**config.mk**
```make
export PLATFORM = sky130hd
export DESIGN_NAME = pgpc_unit
export DESIGN_NICKNAME = d
export VERILOG_FILES = /design/src/rtl/pgpc_pkg.sv /design/src/rtl/pgpc_arb.sv /design/src/rtl/pgpc_page.sv /design/src/rtl/pgpc_pcreg.sv /design/src/rtl/pgpc_unit.sv
export SDC_FILE = /design/constraint.sdc
export NUM_CORES = 1
export LEC_CHECK = 0
export BUFFER_PORTS_ARGS = -buffer_cell sky130_fd_sc_hd__buf_2
export CORE_ASPECT_RATIO = 1.2
export CORE_UTILIZATION = 53
export DETAILED_ROUTE_END_ITERATION = 16
export PLACE_DENSITY = 0.91
export RECOVER_POWER = 50
export SLEW_MARGIN = 20
export SYNTH_ARGS = -nofsm -noshare
export SYNTH_HDL_FRONTEND = slang
export SYNTH_SLANG_ARGS = --single-unit
```
**constraint.sdc**
```tcl
create_clock -name clk -period 7.2 [get_ports clk]
set_input_delay 1.8 -clock clk [delete_from_list [all_inputs] [get_ports clk]]
set_output_delay 1.8 -clock clk [all_outputs]
set_load 0.1 [all_outputs]
```
**src/rtl/pgpc_pkg.sv**
```systemverilog
package pgpc_pkg;
  localparam int PC_W   = 16;
  localparam int PAGE_W = 3;
  localparam int BYTE_W = 8;
  localparam int OFF_W  = PC_W - PAGE_W;
  localparam int HI_W   = PC_W - BYTE_W;

  typedef enum logic [2:0] {
    OP_HOLD, OP_SEQ, OP_ADD, OP_LOW, OP_JMP, OP_CALL, OP_RETI, OP_IRQ
  } pc_op_e;

  // next address in straight-line flow, wraps naturally
  function automatic logic [PC_W-1:0] seq_next(input logic [PC_W-1:0] pc);
    return pc + PC_W'(1);
  endfunction

  // page bits on top of the in-page offset
  function automatic logic [PC_W-1:0] page_target(input logic [PAGE_W-1:0] pg,
                                                  input logic [OFF_W-1:0] off);
    return {pg, off};
  endfunction

  // low byte sum with carry out in the top bit
  function automatic logic [BYTE_W:0] lo_sum(input logic [BYTE_W-1:0] lo,
                                             input logic [BYTE_W-1:0] addend,
                                             input logic cin);
    return {1'b0, lo} + {1'b0, addend} + (BYTE_W+1)'(cin);
  endfunction
endpackage

```
**src/rtl/pgpc_arb.sv**
```systemverilog
module pgpc_arb
  import pgpc_pkg::*;
(
  input  logic   irq,
  input  logic   reti,
  input  logic   call,
  input  logic   jump,
  input  logic   lo_wr,
  input  logic   lo_add,
  input  logic   seq,
  output pc_op_e op
);
  always_comb begin
    if (irq)         op = OP_IRQ;
    else if (reti)   op = OP_RETI;
    else if (call)   op = OP_CALL;
    else if (jump)   op = OP_JMP;
    else if (lo_wr)  op = OP_LOW;
    else if (lo_add) op = OP_ADD;
    else if (seq)    op = OP_SEQ;
    else             op = OP_HOLD;
  end
endmodule

```
**src/rtl/pgpc_page.sv**
```systemverilog
module pgpc_page
  import pgpc_pkg::*;
#(
  parameter int PW = PAGE_W
) (
  input  logic          clk,
  input  logic          rst_n,
  input  pc_op_e        op,
  input  logic          page_ld,
  input  logic [PW-1:0] page_val,
  input  logic [PW-1:0] vec_top,
  output logic [PW-1:0] page,
  output logic [PW-1:0] shadow
);
  always_ff @(posedge clk or negedge rst_n) begin
    if (!rst_n) begin
      page   <= '0;
      shadow <= '0;
    end else begin
      case (op)
        OP_IRQ: begin
          shadow <= page;
          page   <= vec_top;
        end
        OP_RETI: page <= shadow;
        OP_SEQ:  if (page_ld) page <= page_val;
        default: ;
      endcase
    end
  end
endmodule

```
**src/rtl/pgpc_pcreg.sv**
```systemverilog
module pgpc_pcreg
  import pgpc_pkg::*;
#(
  parameter int W  = PC_W,
  parameter int BW = BYTE_W
) (
  input  logic              clk,
  input  logic              rst_n,
  input  pc_op_e            op,
  input  logic [PAGE_W-1:0] page,
  input  logic [OFF_W-1:0]  target,
  input  logic [BW-1:0]     wdata,
  input  logic              add_cin,
  input  logic [W-1:0]      vec,
  input  logic [W-1:0]      ret_addr,
  output logic [W-1:0]      pc,
  output logic              lo_carry
);
  localparam int NLANE = W / BW;

  logic [BW:0]  sum;
  logic [W-1:0] pc_nxt;

  assign sum      = lo_sum(pc[BW-1:0], wdata, add_cin);
  assign lo_carry = (op == OP_ADD) && sum[BW];

  always_comb begin
    case (op)
      OP_SEQ:          pc_nxt = seq_next(pc);
      OP_JMP, OP_CALL: pc_nxt = page_target(page, target);
      OP_LOW:          pc_nxt = {pc[W-1:BW], wdata};
      OP_ADD:          pc_nxt = {pc[W-1:BW] + (W-BW)'(lo_carry), sum[BW-1:0]};
      OP_IRQ:          pc_nxt = vec;
      OP_RETI:         pc_nxt = ret_addr;
      default:         pc_nxt = pc;
    endcase
  end

  // one register per byte lane; upper lanes skip low-only updates
  for (genvar g = 0; g < NLANE; g++) begin : g_lane
    logic          we;
    logic [BW-1:0] lane_q;
    if (g == 0) begin : g_low
      assign we = (op != OP_HOLD);
    end else begin : g_high
      assign we = (op != OP_HOLD) && (op != OP_LOW) && !((op == OP_ADD) && !lo_carry);
    end
    always_ff @(posedge clk or negedge rst_n) begin
      if (!rst_n)  lane_q <= '0;
      else if (we) lane_q <= pc_nxt[g*BW +: BW];
    end
    assign pc[g*BW +: BW] = lane_q;
  end
endmodule

```
**src/rtl/pgpc_unit.sv**
```systemverilog
module pgpc_unit
  import pgpc_pkg::*;
(
  input  logic        clk,
  input  logic        rst_n,
  input  logic        step_i,
  input  logic        page_ld_i,
  input  logic [2:0]  page_val_i,
  input  logic        hi_wr_i,
  input  logic        jump_i,
  input  logic        call_i,
  input  logic [12:0] target_i,
  input  logic        lo_wr_i,
  input  logic        lo_add_i,
  input  logic        lo_addc_i,
  input  logic        carry_i,
  input  logic [7:0]  wdata_i,
  input  logic        irq_i,
  input  logic [15:0] vector_i,
  input  logic        reti_i,
  input  logic [15:0] ret_addr_i,
  output logic [15:0] pc_o,
  output logic [2:0]  page_o,
  output logic        push_o,
  output logic [15:0] push_data_o
);
  pc_op_e             op_w;
  logic               seq_w;
  logic               add_cin_w;
  logic               lo_carry_w;
  logic [PAGE_W-1:0]  shadow_w;

  assign seq_w     = step_i | page_ld_i | hi_wr_i;
  assign add_cin_w = lo_addc_i & carry_i;

  pgpc_arb arb_i (
    .irq(irq_i), .reti(reti_i), .call(call_i), .jump(jump_i),
    .lo_wr(lo_wr_i), .lo_add(lo_add_i), .seq(seq_w), .op(op_w)
  );

  pgpc_page #(.PW(PAGE_W)) page_i (
    .clk(clk), .rst_n(rst_n), .op(op_w), .page_ld(page_ld_i),
    .page_val(page_val_i), .vec_top(vector_i[PC_W-1 -: PAGE_W]),
    .page(page_o), .shadow(shadow_w)
  );

  pgpc_pcreg #(.W(PC_W), .BW(BYTE_W)) pcreg_i (
    .clk(clk), .rst_n(rst_n), .op(op_w), .page(page_o), .target(target_i),
    .wdata(wdata_i), .add_cin(add_cin_w), .vec(vector_i), .ret_addr(ret_addr_i),
    .pc(pc_o), .lo_carry(lo_carry_w)
  );

  assign push_o      = (op_w == OP_CALL) || (op_w == OP_IRQ);
  assign push_data_o = (op_w == OP_CALL) ? seq_next(pc_o) : pc_o;
endmodule

```
==> flow_summary_export.csv, run 1 <==
group,metric,value,unit
synth,synth_warnings,0,
floorplanning,start_util,55.34,%
synth,synthAdderAreaFrac,6.496,%
cts,post_cts_buffers,0,
sta,rsz0062_at_grt,"false",
route,drt_iter0_markers,363,
layout,utilization,67.86,%
cts,cts_tree,"built",
synth,synth_cell_type_count,54,
global_route,grt_antenna_before_repair,0,
sta,finalCritPeriodShare,85.46,%
floorplanning,fp.dieH,77.87,µm
cts,cts_max_level,1,
synth,yosys.area.top_type_share,21.65,%
critical_path,critical_path_class,"in2out",
sta,maxSlewViolCount,0,
cts,insertion_delay,0.28,ns
route,via_count,3120,
layout,antenna_cells,0,
synth,synth.area.top_cells,"dfrtp_1 (22%), o21ai_0 (6.3%), nor2_1 (5.5%)",
cts,clockRootBuffer,"clkbuf_8",
critical_path,cp.required,5.40,ns
synth,syn_inst,341,
synth,yosysTopAreaCell,"dfrtp_1",
critical_path,crit_path_max_fanout,28,
critical_path,worst-path-buf-inv,2,
layout,layout-drive-gt1-share,25.87,%
global_route,grtUsageTotal,32.28,%
floorplanning,coreArea,4594,µm²
placement,dp_hpwl,6042,µm
power_and_ir_drop,max-vdd-ir-drop,0.1508,mV
power_and_ir_drop,power_density,213.4,nW/µm²
sta,setup_violations,0,
job,drv_cap,0,
cts,cts_hold_buf,0,
route,postRouteAntennaNets,0,
power_and_ir_drop,p_leak,1.324,nW
sta,tightest_slew,1.353,ns
floorplanning,rows,27,
global_route,grt_pass1_wl,12990,µm
floorplanning,die_area,5079,µm²
synth,syn_area_per_cell,7.456,µm²
synth,yosysSeqAreaShare,21.65,%
power_and_ir_drop,switching_share,54.50,%
cts,ctsLongestPathBuffers,2,
critical_path,cp_top_family,"buffers and inverters",
route,drcViolationCount,0,
sta,clock_skew,0.01189,ns
sta,min_period,6.153,ns
power_and_ir_drop,p_seq_share,25.3,%
hold_path,hp-class,"reg2reg",
power_and_ir_drop,p_sw,0.0003626,W
synth,yosys.area_share.xor_xnor,8.612,%
status,status,"complete, no violations",
synth,ys.flop_type,"dfrtp_1",
critical_path,critPathArrivalTime,4.35,ns
cts,clk_pin_slew,0.10,ns
cts,cts-buffers-inserted,3,
synth,synth-async-reset-ratio,100.0,%
synth,synthMuxAreaShare,3.396,%
placement,place.gp.congestion,1.027,
global_route,overflow,0,
synth,syn_area,2542,µm²
critical_path,cp_cell_sequence,"clkbuf_1 > nor2_2 > nand2_1 > nor2_1 > xor2_1 > buf_2",
floorplanning,dieWidth,65.23,µm
synth,synth_edf_count,0,
sta,fmax,0.1625,GHz
critical_path,cp-end-kind,"primary output",
sta,finalSetupTns,0,ns
synth,ys_seq_elements,22,
sta,hold_violations,0,
route,first_pass_iters,5,
synth,synth_nets,422,
route,viasPerCell,6.354,
route,wire_per_inst,16.40,µm
synth,synth_top_family_by_area,"compound AO/OA/AOI/OAI gates",
sta,finalWorstSetupSlack,1.047,ns
synth,yosys.area_share.simple,26.08,%
critical_path,startpoint_type,"input port",
layout,syn2layout_area_growth,22.64,%
global_route,grt_max_degree,29,
power_and_ir_drop,power.clock.fraction,18.2,%
cts,cts_sinks,22,
critical_path,slowest_delay,0.96,ns
power_and_ir_drop,internal_power,0.0003027,W
route,drt-total-wl,8050,µm
global_route,grt_pass1_vias,2842,
placement,place_ws,1.681,ns
synth,synth_compound_area_share,29.18,%
cts,cts_resized,0,
placement,io_buffer_count,104,
sta,slew_headroom,9.809,%
layout,nNetsFinal,515,
floorplanning,pin_count,105,
critical_path,slowest_stage,"clkbuf_1",
power_and_ir_drop,pwr-share-comb,56.5,%
-- cells in the final DEF (no fill, tap or decap), drive strengths merged, types with 2 or more instances in the layout --
cell type  count
buf           89
nor2          38
nand2         34
o21ai         33
a21oi         27
dfrtp         22
nand3         21
clkbuf        20
xor2          14
a22oi         14
nor3          12
xnor2         11
ha            10
inv            9
nor2b          7
or2            5
mux2           5
o211ai         5
a221oi         4
o221ai         4
o31ai          4
and3           3
and2           3
nand4          3
nor3b          3
mux2i          3
o21a           3
o31a           3
a2bb2oi        2
nand2b         2
o22ai          2
o2111ai        2
a21o           2
o311ai         2
fa             2
nor4           2
-- stage by stage --
stage	hold slack (ns)	power [W]	instance area (µm²)	instances
floorplan	0.4818	0.0004687	2542	341
global placement	0.4901	0.0005380	3068	487
detailed placement	0.4977	0.0005450	3068	487
CTS	0.5185	0.0006639	3139	491
global route	0.5424	0.0006926	3118	491
finish	0.5188	0.0006653	3118	491
-- worst paths after layout --
| kind | from | endpoint | slack [ns] | cells past startpoint |
|---|---|---|---|---|
| min reg2reg | page_i.shadow[2] | page_i.shadow[2] | 0.52 | 1 |
| max in group asynchronous | rst_n | pcreg_i.g_lane[0].lane_q[3] | 4.64 | 1 |
| max | irq_i | push_data_o[4] | 1.05 | 6 |
| min | page_i.shadow[2] | page_i.shadow[2] | 0.52 | 1 |
| min in group asynchronous | rst_n | pcreg_i.g_lane[0].lane_q[4] | 1.79 | 1 |
| max reg2reg | pcreg_i.g_lane[0].lane_q[0] | pcreg_i.g_lane[1].lane_q[4] | 3.67 | 15 |
-- power groups by stage --
stage / sequential (W) / combinational [W] / clock, W
6_report: 0.000168 / 0.000376 / 0.000121
5_1_grt: 0.000172 / 0.000395 / 0.000126
4_1_cts: 0.000167 / 0.000377 / 0.000120
3_5_place_dp: 0.000170 / 0.000375 / 0
3_3_place_gp: 0.000168 / 0.000370 / 0
2_1_floorplan: 0.000256 / 0.000213 / 0
-- worst reg2reg max path: stages, from the launching register on --
cell	delay, ns
dfrtp_1	0.51
inv_1	0.11
fa_1	0.44
fa_1	0.43
nor2b_1	0.20
o31a_1	0.19
nor3b_1	0.09
nor3_1	0.20
ha_1	0.20
ha_1	0.21
nand3_1	0.10
xor2_1	0.15
o22ai_1	0.09
a221o_1	0.29
o21ai_0	0.07
a21oi_1	0.09
-- logic make-up after synthesis --
family | after synthesis
AOI/OAI and AO/OA | 113
adders and majority gates | 12
xor gates and xnor gates | 25
and+or+nand+nor | 134
buffers and inverters | 27
DFF | 22
muxes | 8
-- layer usage --
layer / track usage, % / wire [µm] / vias to the layer above
li1: - / - / 1437
met1: 41.92 / 3082 / 1437
met2: 53.92 / 3977 / 217
met3: 2.500 / 755 / 29
met4: 13.91 / 235 / 0
met5: 0 / 0 / -
-- cell usage after synthesis, types with 10 or more instances --
master	n
nor2_1	37
nand2_1	33
o21ai_0	32
a21oi_1	26
dfrtp_1	22
nand3_1	21
a22oi_1	14
xor2_1	14
nor3_1	11
xnor2_1	11
clkbuf_1	10
ha_1	10
-- state kept, by name (all words and copies together), names as in the netlist --
| register | flops |
|---|---|
| pcreg_i.g_lane.lane_q | 16 |
| page_i.page | 3 |
| page_i.shadow | 3 |
-- area by class of cell --
class	instances	area, µm²
clock inverter	1	30.03
clock buffer	3	41.29
tap	58	72.57
sequential	22	550.5
inverter	9	33.78
multi-input combinational	292	1876
fill	421	1476
timing repair buffer	106	514.2
(Power assumes the default switching activity.)
==> run 2: changes to the inputs <==
MAX_ROUTING_LAYER = met4   (was default)
==> run 2 against run 1 <==
Effect of this change:
- clock-buffer cell count unchanged
- maximum frequency is 0.48% higher
- via count is 1.2% lower
- setup slack improved by 0.029 ns
- die area unchanged
- cell area unchanged
- sequential power about the same
- cell count unchanged
- highest routed layer unchanged
==> flow_summary_export.csv, run 2 (synthesis gave the netlist of run 1 again) <==
group,metric,value,unit
floorplanning,start_util,55.34,%
global_route,grt_pass1_wl,12680,µm
cts,cts_max_level,1,
hold_path,holdPathStages,1,
route,via_count,3082,
layout,largest_reg_flops,16,
layout,top_regs,"pcreg_i.g_lane.lane_q x16, page_i.page x3, page_i.shadow x3",
layout,nNetsFinal,515,
critical_path,critical_path_class,"in2out",
global_route,grtUsageTotal,32.34,%
cts,clockRootBuffer,"clkbuf_8",
cts,post_cts_buffers,0,
floorplanning,die_area,5079,µm²
critical_path,crit_path_max_fanout,28,
sta,maxSlewViolCount,0,
sta,clock_skew,0.008281,ns
critical_path,crit_path_start,"irq_i",
layout,layout-drive-gt1-share,25.87,%
critical_path,cp-end-kind,"primary output",
cts,insertion_delay,0.27,ns
cts,clk_pin_slew,0.10,ns
layout,n_fill_cell,414,
global_route,grt_antenna_before_repair,0,
layout,final_cell_mix,"buf_2 (87), nor2_1 (37), nand2_1 (33)",
sta,min_period,6.123,ns
critical_path,r2r_slack,3.69,ns
layout,top_register,"pcreg_i.g_lane.lane_q",
power_and_ir_drop,p_seq_share,25.3,%
route,first_pass_iters,5,
layout,layout_commonest_cell,"buf_2",
power_and_ir_drop,max-vdd-ir-drop,0.1496,mV
route,drcViolationCount,0,
route,postRouteAntennaNets,0,
sta,finalWorstSetupSlack,1.077,ns
sta,finalSetupTns,0,ns
cts,cts-buffers-inserted,3,
floorplanning,rows,27,
cts,cts_resized,0,
critical_path,critPathArrivalTime,4.32,ns
placement,dp_hpwl,6086,µm
cts,cts_sinks,22,
layout,antenna_cells,0,
placement,io_buffer_count,104,
route,wire_per_inst,16.40,µm
power_and_ir_drop,pwr-share-comb,56.4,%
status,status,"complete, no violations",
route,drt-total-wl,8050,µm
route,viasPerCell,6.277,
layout,syn2layout_area_growth,22.64,%
floorplanning,coreArea,4594,µm²
sta,fmax,0.1633,GHz
critical_path,reg2reg_from,"pcreg_i.g_lane[0].lane_q[0]",
placement,place.gp.congestion,1.048,
critical_path,cp-endpoint,"push_data_o[4]",
route,drt_iter0_markers,335,
power_and_ir_drop,internal_power,0.0003029,W
sta,finalCritPeriodShare,85.05,%
sta,slew_headroom,11.44,%
cts,ctsLongestPathBuffers,2,
floorplanning,pin_count,105,
power_and_ir_drop,p_sw,0.0003620,W
sta,hold_violations,0,
power_and_ir_drop,switching_share,54.44,%
floorplanning,fp.dieH,77.87,µm
critical_path,r2r_end,"pcreg_i.g_lane[1].lane_q[4]",
global_route,overflow,0,
critical_path,r2r_cells,15,
power_and_ir_drop,p_leak,1.324,nW
critical_path,startpoint_type,"input port",
sta,setup_violations,0,
sta,rsz0062_at_grt,"false",
cts,cts_tree,"built",
cts,cts_hold_buf,0,
global_route,grt_pass1_vias,2851,
sta,tightest_slew,1.328,ns
critical_path,cp.required,5.40,ns
hold_path,hp-class,"reg2reg",
power_and_ir_drop,power.clock.fraction,18.3,%
global_route,grt_max_degree,29,
floorplanning,dieWidth,65.23,µm
placement,place_ws,1.635,ns
power_and_ir_drop,power_density,213.2,nW/µm²
job,drv_cap,0,
## run 2: cell counts in the layout (fill, tap and decap cells not counted)
No cell type changed its count.
## run 2: power groups by stage
stage | Sequential, W | Combinational, W | Clock [W]
2_1_floorplan | 0.000256 | 0.000213 | 0
4_1_cts | 0.000167 | 0.000376 | 0.000120
6_report | 0.000168 | 0.000375 | 0.000122
5_1_grt | 0.000171 | 0.000395 | 0.000126
3_5_place_dp | 0.000170 | 0.000375 | 0
3_3_place_gp | 0.000168 | 0.000370 | 0
## run 2: how the worst min path moves through the flow
stage / startpoint / slack (ns) / to
2_1_floorplan: page_i.shadow[0] / 0.48 / page_i.shadow[0]
3_3_place_gp: page_i.shadow[0] / 0.49 / page_i.shadow[0]
3_5_place_dp: page_i.shadow[0] / 0.51 / page_i.shadow[0]
4_1_cts: page_i.shadow[0] / 0.53 / page_i.shadow[0]
5_1_grt: page_i.shadow[0] / 0.55 / page_i.shadow[0]
6_report: page_i.shadow[0] / 0.53 / page_i.shadow[0]
## run 2: per-stage QoR
step | hold WS, ns | util [%] | instances | cell area [µm²] | total power, W
after global placement | 0.4902 | 66.78 | 487 | 3068 | 0.0005380
final | 0.5299 | 67.86 | 491 | 3118 | 0.0006649
after CTS | 0.5263 | 68.33 | 491 | 3139 | 0.0006632
after detailed placement | 0.5060 | 66.78 | 487 | 3068 | 0.0005448
after global routing | 0.5542 | 67.86 | 491 | 3118 | 0.0006917
after floorplan | 0.4818 | - | 341 | 2542 | 0.0004687
## run 2: cell type report
cell class	count	area [µm²]	share of cell area [%]
inverters	9	33.78	1.083
clock buffers	3	41.29	1.324
flip-flops and latches	22	550.5	17.66
repair buffers	106	514.2	16.49
multi-input cells	292	1876	60.15
clock inverters	1	30.03	0.9631
well taps	58	72.57	2.327
## run 2: layer usage
layer	vias up	global-route usage, %	share of wire, %
li1	1433	-	-
met1	1417	39.52	38
met2	205	54.54	50
met3	27	3.676	9.9
met4	0	10.87	2.3
met5	-	-	0
## run 2: worst max-delay path: stages
cell and delay (ns):
clkbuf_1 0.95, nor2_2 0.24, nand2_1 0.59, nor2_1 0.14
xor2_1 0.15, buf_2 0.44
==> run 3: changes to the inputs <==
CORE_ASPECT_RATIO = 0.6   (was 1.2)
RECOVER_POWER = default   (was 50)
==> run 3 against run 2 <==
Effect of this change:
- flip-flop and latch count stayed put
- setup slack gained 0.42 ns
- total power grew 1.7%
- critical path depth is the same
- clock-buffer cell count did not move
- cell count rose by 1.0%
- maximum frequency is 7.4% higher
- combinational power is 2% higher
- non-clock buffer count unchanged
- core utilization is 0.69 points higher
- cell area rose by 0.88%
==> flow_summary_export.csv, run 3 (synthesis gave the netlist of run 1 again) <==
group,metric,value,unit
status,status,"complete, no violations",
global_route,grt_pass1_wl,14380,µm
critical_path,crit_path_max_fanout,28,
cts,clk_pin_slew,0.09,ns
floorplanning,start_util,55.41,%
sta,hold_violations,0,
route,via_count,3168,
placement,place.gp.congestion,0.9436,
floorplanning,dieWidth,91.42,µm
hold_path,hp-class,"reg2reg",
cts,cts_resized,0,
cts,cts_tree,"built",
power_and_ir_drop,p_leak,1.373,nW
route,first_pass_iters,5,
power_and_ir_drop,power_density,214.9,nW/µm²
placement,place_ws,1.581,ns
power_and_ir_drop,max-vdd-ir-drop,0.1349,mV
placement,dp_hpwl,6776,µm
layout,top_register,"pcreg_i.g_lane.lane_q",
global_route,grt_max_degree,29,
sta,maxSlewViolCount,0,
sta,min_period,5.702,ns
cts,cts_max_level,1,
global_route,grt_antenna_before_repair,0,
floorplanning,die_area,5087,µm²
floorplanning,rows,19,
route,drt-total-wl,8927,µm
critical_path,critPathArrivalTime,3.90,ns
sta,slew_headroom,23.73,%
sta,finalWorstSetupSlack,1.498,ns
layout,syn2layout_area_growth,23.72,%
sta,setup_violations,0,
critical_path,cp.required,5.40,ns
sta,clock_skew,0.003928,ns
route,postRouteAntennaNets,0,
route,wire_per_inst,18.00,µm
floorplanning,pin_count,105,
sta,tightest_slew,1.140,ns
critical_path,critical_path_class,"in2out",
critical_path,startpoint_type,"input port",
layout,layout_commonest_cell,"buf_2",
sta,finalCritPeriodShare,79.20,%
floorplanning,coreArea,4588,µm²
critical_path,cp-end-kind,"primary output",
layout,n_fill_cell,392,
route,drt_iter0_markers,342,
layout,layout-drive-gt1-share,29.79,%
layout,largest_reg_flops,16,
placement,io_buffer_count,104,
cts,post_cts_buffers,0,
global_route,overflow,0,
route,viasPerCell,6.387,
layout,top_regs,"pcreg_i.g_lane.lane_q x16, page_i.page x3, page_i.shadow x3",
layout,nNetsFinal,515,
cts,clockRootBuffer,"clkbuf_8",
cts,cts-buffers-inserted,3,
sta,finalSetupTns,0,ns
sta,rsz0062_at_grt,"false",
cts,insertion_delay,0.28,ns
sta,fmax,0.1754,GHz
job,drv_cap,0,
layout,final_cell_mix,"buf_2 (104), nor2_1 (37), nand2_1 (33)",
global_route,grtUsageTotal,36.83,%
route,drcViolationCount,0,
floorplanning,fp.dieH,55.65,µm
global_route,grt_pass1_vias,2928,
cts,cts_sinks,22,
layout,utilization,68.56,%
cts,ctsLongestPathBuffers,2,
cts,cts_hold_buf,0,
layout,antenna_cells,0,
==> run 3: cell count changes in the layout (fill, tap and decap cells not counted) <==
cell,delta
buf_2,+17
clkbuf_1,-17
==> run 3: area by class of cell <==
class / instances / area (µm²) / share of cell area, %
Timing Repair Buffer: 106 / 535.5 / 17.02
Multi-Input combinational cell: 292 / 1876 / 59.63
Clock inverter: 1 / 30.03 / 0.9547
Tap cell: 63 / 78.83 / 2.506
Sequential cell: 22 / 550.5 / 17.50
Inverter: 9 / 33.78 / 1.074
Clock buffer: 3 / 41.29 / 1.313
==> run 3: layer usage <==
metal	part of all wire, %	global-route usage [%]	vias to the layer above	routed length, µm
met5	0	-	-	0
met4	2.0	8.617	0	182
met3	12	6.284	28	1071
met2	43	55.21	243	3840
met1	43	52.07	1460	3833
li1	-	-	1437	-
==> run 3: worst max-delay path: stages <==
cell     delay, ns
buf_2         0.30
nor2_2        0.39
nand2_1       0.50
nor2_1        0.29
xor2_1        0.17
buf_2         0.45
==> run 3: final timing paths <==
check,from,endpoint,slack [ns],cells past startpoint
min in group asynchronous,rst_n,pcreg_i.g_lane[1].lane_q[4],1.50,1
setup / recovery,irq_i,push_data_o[3],1.50,6
setup reg to reg,pcreg_i.g_lane[0].lane_q[0],pcreg_i.g_lane[1].lane_q[4],3.62,15
hold reg to reg,page_i.shadow[0],page_i.shadow[0],0.53,1
max in group asynchronous,rst_n,pcreg_i.g_lane[1].lane_q[5],5.32,1
hold / removal,page_i.shadow[0],page_i.shadow[0],0.53,1
==> run 3: per-stage QoR <==
step                      power (W)  cells  cell area (µm²)  hold slack (ns)
after global placement    0.0005396    492             3074           0.4911
final                     0.0006759    496             3146           0.5276
after floorplan           0.0004687    341             2542           0.4818
after detailed placement  0.0005483    492             3074           0.5020
after global routing      0.0007016    496             3146           0.5438
after CTS                 0.0006693    496             3146           0.5234
==> run 3: where the power goes <==
| group | internal [W] | switching, W | total, W |
|---|---|---|---|
| Combinational | 0.0000923 | 0.000291 | 0.000383 |
| Sequential | 0.000139 | 0.0000299 | 0.000169 |
| Clock | 0.0000745 | 0.0000491 | 0.000124 |
| Total | 0.000306 | 0.000370 | 0.000676 |
